### config.mk
export PLATFORM = sky130hd
export DESIGN_NAME = can_status_tracker
export DESIGN_NICKNAME = d
export VERILOG_FILES = /design/src/rtl/can_stat_pkg.sv /design/src/rtl/can_err_monitor.sv /design/src/rtl/can_tx_ctrl.sv /design/src/rtl/can_rx_queue.sv /design/src/rtl/can_status_tracker.sv
export SDC_FILE = /design/constraint.sdc
export NUM_CORES = 1
export LEC_CHECK = 0
export CORE_AREA = 4 4 47 49
export CTS_CLUSTER_DIAMETER = 120
export DETAILED_ROUTE_END_ITERATION = 8
export DIE_AREA = 0 0 51 53
export DONT_BUFFER_PORTS = 1
export PLACE_DENSITY = 0.54
export SYNTH_ARGS = -nofsm -noshare
export SYNTH_HDL_FRONTEND = slang
export SYNTH_HIERARCHICAL = 1
export SYNTH_SLANG_ARGS = --single-unit
### constraint.sdc
create_clock -name clk -period 1 [get_ports clk]
set_clock_uncertainty 0.05 [all_clocks]
set_input_delay 0.05 -clock clk [delete_from_list [all_inputs] [get_ports clk]]
set_output_delay 0.05 -clock clk [all_outputs]
set_load 0.05 [all_outputs]
### src/rtl/can_stat_pkg.sv
package can_stat_pkg;

  typedef struct packed {
    logic bus_off;
    logic err_warn;
    logic tx_busy;
    logic rx_busy;
    logic tx_done;
    logic tx_free;
    logic rx_ovr;
    logic rx_avail;
  } stat_word_t;

  typedef enum logic [1:0] {
    TX_FREE = 2'd0,
    TX_WAIT = 2'd1,
    TX_SEND = 2'd2
  } tx_state_e;

endpackage

### src/rtl/can_err_monitor.sv
module can_err_monitor #(
  parameter int CNT_W      = 8,
  parameter int WARN_LIMIT = 96
) (
  input  logic             clk,
  input  logic             rst_n,
  input  logic [CNT_W-1:0] tx_cnt_i,
  input  logic [CNT_W-1:0] rx_cnt_i,
  input  logic             bus_off_i,
  output logic             warn_o,
  output logic             off_o
);
  localparam logic [CNT_W-1:0] LIMIT = CNT_W'(WARN_LIMIT);

  logic warn_d;

  always_comb warn_d = (tx_cnt_i >= LIMIT) || (rx_cnt_i >= LIMIT);

  always_ff @(posedge clk or negedge rst_n) begin
    if (!rst_n) begin
      warn_o <= 1'b0;
      off_o  <= 1'b0;
    end else begin
      warn_o <= warn_d;
      off_o  <= bus_off_i;
    end
  end
endmodule

### src/rtl/can_tx_ctrl.sv
module can_tx_ctrl
  import can_stat_pkg::*;
(
  input  logic clk,
  input  logic rst_n,
  input  logic req_i,
  input  logic abort_i,
  input  logic start_i,
  input  logic ok_i,
  input  logic fail_i,
  output logic free_o,
  output logic busy_o,
  output logic done_o
);
  tx_state_e state_q, state_d;
  logic      done_q, done_d;
  logic      abort_q, abort_d;

  always_comb begin
    state_d = state_q;
    done_d  = done_q;
    abort_d = abort_q;
    unique case (state_q)
      TX_FREE: begin
        if (req_i) begin
          state_d = TX_WAIT;
          done_d  = 1'b0;
          abort_d = 1'b0;
        end
      end
      TX_WAIT: begin
        if (abort_i) begin
          state_d = TX_FREE;
        end else if (start_i) begin
          state_d = TX_SEND;
        end
      end
      TX_SEND: begin
        if (abort_i) abort_d = 1'b1;
        if (ok_i) begin
          state_d = TX_FREE;
          done_d  = 1'b1;
          abort_d = 1'b0;
        end else if (fail_i) begin
          state_d = (abort_q || abort_i) ? TX_FREE : TX_WAIT;
          abort_d = 1'b0;
        end
      end
      default: state_d = TX_FREE;
    endcase
  end

  always_ff @(posedge clk or negedge rst_n) begin
    if (!rst_n) begin
      state_q <= TX_FREE;
      done_q  <= 1'b1;
      abort_q <= 1'b0;
    end else begin
      state_q <= state_d;
      done_q  <= done_d;
      abort_q <= abort_d;
    end
  end

  assign free_o = (state_q == TX_FREE);
  assign busy_o = (state_q == TX_SEND);
  assign done_o = done_q;
endmodule

### src/rtl/can_rx_queue.sv
module can_rx_queue #(
  parameter int SLOTS = 2
) (
  input  logic             clk,
  input  logic             rst_n,
  input  logic             sof_i,
  input  logic             byte0_i,
  input  logic             eof_ok_i,
  input  logic             eof_err_i,
  input  logic             release_i,
  input  logic             clr_ovr_i,
  output logic [SLOTS-1:0] full_o,
  output logic             busy_o,
  output logic             ovr_o
);
  logic [SLOTS-1:0] full_q, full_d, after_rel, ins;
  logic             busy_q, busy_d;
  logic             ovr_q, ovr_d;
  logic             drop_q, drop_d;
  logic             no_room, ovr_set, store, found;

  always_comb begin
    after_rel = release_i ? (full_q >> 1) : full_q;
    no_room   = &after_rel;
    ins       = '0;
    found     = 1'b0;
    for (int i = 0; i < SLOTS; i++) begin
      if (!after_rel[i] && !found) begin
        ins[i] = 1'b1;
        found  = 1'b1;
      end
    end
    ovr_set = (byte0_i && no_room) ||
              (eof_ok_i && no_room && !drop_q && !byte0_i);
    store   = eof_ok_i && !drop_q && !(byte0_i && no_room) && !no_room;
    full_d  = after_rel | (store ? ins : '0);
    ovr_d   = ovr_set || (ovr_q && !clr_ovr_i);

    busy_d = busy_q;
    drop_d = drop_q;
    if (sof_i) begin
      busy_d = 1'b1;
      drop_d = 1'b0;
    end
    if (byte0_i && no_room) drop_d = 1'b1;
    if (eof_ok_i || eof_err_i) begin
      busy_d = 1'b0;
      drop_d = 1'b0;
    end
  end

  always_ff @(posedge clk or negedge rst_n) begin
    if (!rst_n) begin
      full_q <= '0;
      busy_q <= 1'b0;
      ovr_q  <= 1'b0;
      drop_q <= 1'b0;
    end else begin
      full_q <= full_d;
      busy_q <= busy_d;
      ovr_q  <= ovr_d;
      drop_q <= drop_d;
    end
  end

  assign full_o = full_q;
  assign busy_o = busy_q;
  assign ovr_o  = ovr_q;
endmodule

### src/rtl/can_status_tracker.sv
module can_status_tracker
  import can_stat_pkg::*;
#(
  parameter int CNT_W      = 8,
  parameter int WARN_LIMIT = 96,
  parameter int RX_SLOTS   = 2
) (
  input  logic                clk,
  input  logic                rst_n,
  input  logic                tx_req_i,
  input  logic                tx_abort_i,
  input  logic                rx_release_i,
  input  logic                clr_overrun_i,
  input  logic                cpu_tx_wr_i,
  input  logic                tx_start_i,
  input  logic                tx_ok_i,
  input  logic                tx_fail_i,
  input  logic                rx_sof_i,
  input  logic                rx_byte0_i,
  input  logic                rx_eof_ok_i,
  input  logic                rx_eof_err_i,
  input  logic [CNT_W-1:0]    tx_err_cnt_i,
  input  logic [CNT_W-1:0]    rx_err_cnt_i,
  input  logic                bus_off_i,
  output logic [7:0]          status_o,
  output logic [RX_SLOTS-1:0] rx_full_o,
  output logic                tx_buf_we_o
);
  stat_word_t word;
  logic warn, off, tx_free, tx_busy, tx_done, rx_busy, rx_ovr;

  can_err_monitor #(.CNT_W(CNT_W), .WARN_LIMIT(WARN_LIMIT)) u_err (
    .clk(clk), .rst_n(rst_n),
    .tx_cnt_i(tx_err_cnt_i), .rx_cnt_i(rx_err_cnt_i), .bus_off_i(bus_off_i),
    .warn_o(warn), .off_o(off)
  );

  can_tx_ctrl u_tx (
    .clk(clk), .rst_n(rst_n),
    .req_i(tx_req_i), .abort_i(tx_abort_i), .start_i(tx_start_i),
    .ok_i(tx_ok_i), .fail_i(tx_fail_i),
    .free_o(tx_free), .busy_o(tx_busy), .done_o(tx_done)
  );

  can_rx_queue #(.SLOTS(RX_SLOTS)) u_rx (
    .clk(clk), .rst_n(rst_n),
    .sof_i(rx_sof_i), .byte0_i(rx_byte0_i), .eof_ok_i(rx_eof_ok_i),
    .eof_err_i(rx_eof_err_i), .release_i(rx_release_i), .clr_ovr_i(clr_overrun_i),
    .full_o(rx_full_o), .busy_o(rx_busy), .ovr_o(rx_ovr)
  );

  always_comb begin
    word.bus_off  = off;
    word.err_warn = warn;
    word.tx_busy  = tx_busy;
    word.rx_busy  = rx_busy;
    word.tx_done  = tx_done;
    word.tx_free  = tx_free;
    word.rx_ovr   = rx_ovr;
    word.rx_avail = rx_full_o[0];
  end

  assign status_o    = word;
  assign tx_buf_we_o = cpu_tx_wr_i && tx_free;
endmodule

==> metrics <==
synth warn 6; CP cell instances buf_6 -> and2b_4; share of the yosys chip area belonging to registers 46.6%; CTS tree yes; CTS root buf clkbuf_4; run status finished, violations left; final std cells w/o fill 113; Main synth FF type dfrtp_1; Setup crit end status_o[5]; violated checks setup timing; fin crit share 125%; WL final 1.46 mm; post-layout util 51.1%; Synth cell types 24; Clock Path Buffers 2; worst slew pin tran 0.487 ns; cells after synthesis 58; flop-to-flop setup slack -0.14 ns; num ports 42; die area 2700 sq um; Final setup viols 7; Synth top area share 42.2%; Post-DRT Antenna Nets 0; Worst Reg-to-Reg Cells 4; Core ar. 1860 sq um; largest net degree at the start of global routing 12; first-pass detailed-route iteration total 4; Worst path slowest cell dfrtp_2; Slew HR 67.4%; critical path class reg2out; Avg WL per Cell 12.9 um; reg-to-reg critical path startpoint u_tx/state_q[0]; Hold Crit Depth 2; Final nets 118; endpoints failing hold 0; H-Tree Depth 1; Max Transition Viols Final 0; Crit. End Element output port; CP peak stage delay 0.43 ns; fillers 166; Final WS setup -0.249 ns; maximum clock rate 0.801 GHz; width of the die 51 um; syn_nets 89; first-pass GRT wire length 2.20 mm; initial antenna violation count 0; kind of cell adding the most delay to the critical path flip-flops; Hold/Removal Path Class in2reg; Seq cells post-synth 11; crit start category register; WP data required 0.90 ns; Buf/Inv on CP 1; number of synthesized flops with an enable pin 0; top cells by count, synth dfrtp_1 (10), buf_4 (9), a21oi_1 (5); Inserted Clock Buffers 3; ranking of synthesized cells by area dfrtp_1 (42%), buf_4 (11%), nor2b_4 (4.6%); RD Place Congestion 0.615; max-cap violations 0; CP Max Fanout 3; RSZ-0062 raised after global routing true; Critical Path AT 1.15 ns; vias per std cell 4.57; DP HPWL 846 um; num rows 16; CTS Sinks 11; Area Growth Syn to Fin 60.3%; cell area after synthesis 593 sq um; Global Route Usage Sum 10.9%; setup_tns -0.999 ns; FF-to-FF End u_tx/state_q[0]; ys async rst share 100%; Leak 0.406 nW; total power 1.85 mW; Antenna Cells 0; pwr dens 1950 nW/um^2; share of cells above drive strength 1 45.3%; dominant cell type by area after synthesis dfrtp_1; IO buf count 0; Worst-Skew Late Latency 0.26 ns; pre-CTS setup slack -0.0731 ns; Die Ht 53 um; dpl cells 83; clk slew on worst S/H paths 0.07 ns; Worst Setup SP u_tx/state_q[0]; vias in the first global route 542; maximum vdd drop 953 uV; Avg Cell Area, Syn 10.2 sq um; Levels on crit path 2; count leader, synth dfrtp_1; DR DRC count 0; DRT iter0 DRCs 8; GR Overflow Total 0; Tmin final 1.25 ns; Initial Utilization 31.9%; vias 516
-- layout make-up --
| type | count | area [sq um] | share of cell area, % |
|---|---|---|---|
| Tap cell | 27 | 33.8 | 3.55 |
| Inverter | 4 | 15.0 | 1.58 |
| Sequential cell | 11 | 283 | 29.7 |
| Multi-Input combinational cell | 33 | 259 | 27.2 |
| Clock buffer | 3 | 22.5 | 2.37 |
| Timing Repair Buffer | 34 | 333 | 35.0 |
| Clock inverter | 1 | 5.00 | 0.526 |
-- layer usage --
layer,GRT usage (%),vias to the layer above,part of all wire [%]
li1,-,244,-
met1,11.3,246,37
met2,20.6,26,54
met3,3.10,0,8.4
met4,4.04,0,0
met5,0,-,0
-- kinds of logic (layout without fill, tap and decap cells) --
group / count (synthesis) / count (layout) / synth area share [%]
buffers and inverters: 14 / 42 / 15.8
flip-flops: 11 / 11 / 46.6
AND/OR/NAND/NOR: 18 / 18 / 21.3
AO/OA/AOI/OAI: 15 / 15 / 16.2
-- how the worst min path moves through the flow --
stage	endpoint	start	slack (ns)
floorplan	u_err/off_o	rst_n	-0.30
global placement	u_rx/ovr_o	rst_n	-0.30
detailed placement	u_rx/ovr_o	rst_n	-0.30
CTS	u_tx/state_q[0]	tx_start_i	0.05
global route	u_tx/state_q[0]	tx_start_i	0.06
finish	u_tx/state_q[0]	tx_start_i	0.06
-- timing repair --
item,in CTS,in global routing
resized for setup,15,7
setup buffers,5,4
pin swaps,5,4
setup endpoints to repair,11,10
hold endpoints to repair,21,0
hold buffers,19,0
-- stage by stage --
step | hold WS, ns | cell area, sq um
after detailed placement | -0.295 | 613
after CTS | 0.0483 | 915
after global routing | 0.0644 | 951
after floorplan | -0.296 | 598
after global placement | -0.295 | 613
final | 0.0559 | 951
-- sequential cells by signal, indices dropped and copies added, names as in the netlist --
signal and cells:
u_rx/drop_q 1, u_tx/done_o 1, u_rx/full_o 2, u_rx/ovr_o 1, u_tx/state_q 2, u_tx/abort_q 1
u_rx/busy_o 1, u_err/off_o 1, u_err/warn_o 1
-- worst register-to-register path, stage by stage (launching register included) --
cell and delay, ns:
dfrtp_2 0.39, buf_4 0.12, buf_6 0.11, nor4_4 0.04, o32a_1 0.33
-- where the power goes --
| part | switching [mW] | leakage (nW) | internal (mW) |
|---|---|---|---|
| clock network | 0.145 | 0.0177 | 0.148 |
| logic | 0.520 | 0.261 | 0.461 |
| registers | 0.0646 | 0.128 | 0.514 |
-- cells in the final DEF, fill, tap and decap left out, types with 2 or more instances in the layout --
cell type and n:
clkbuf_4 3, a21oi_1 3, a21oi_2 2, dfrtp_2 5
buf_6 6, buf_4 8, nor2_1 3, nor3_1 2
dfrtp_1 5, nor2b_4 2, o21ai_1 4, nand2_1 3
dlygate4sd3_1 19, inv_1 3
(Power assumes the default switching activity.)
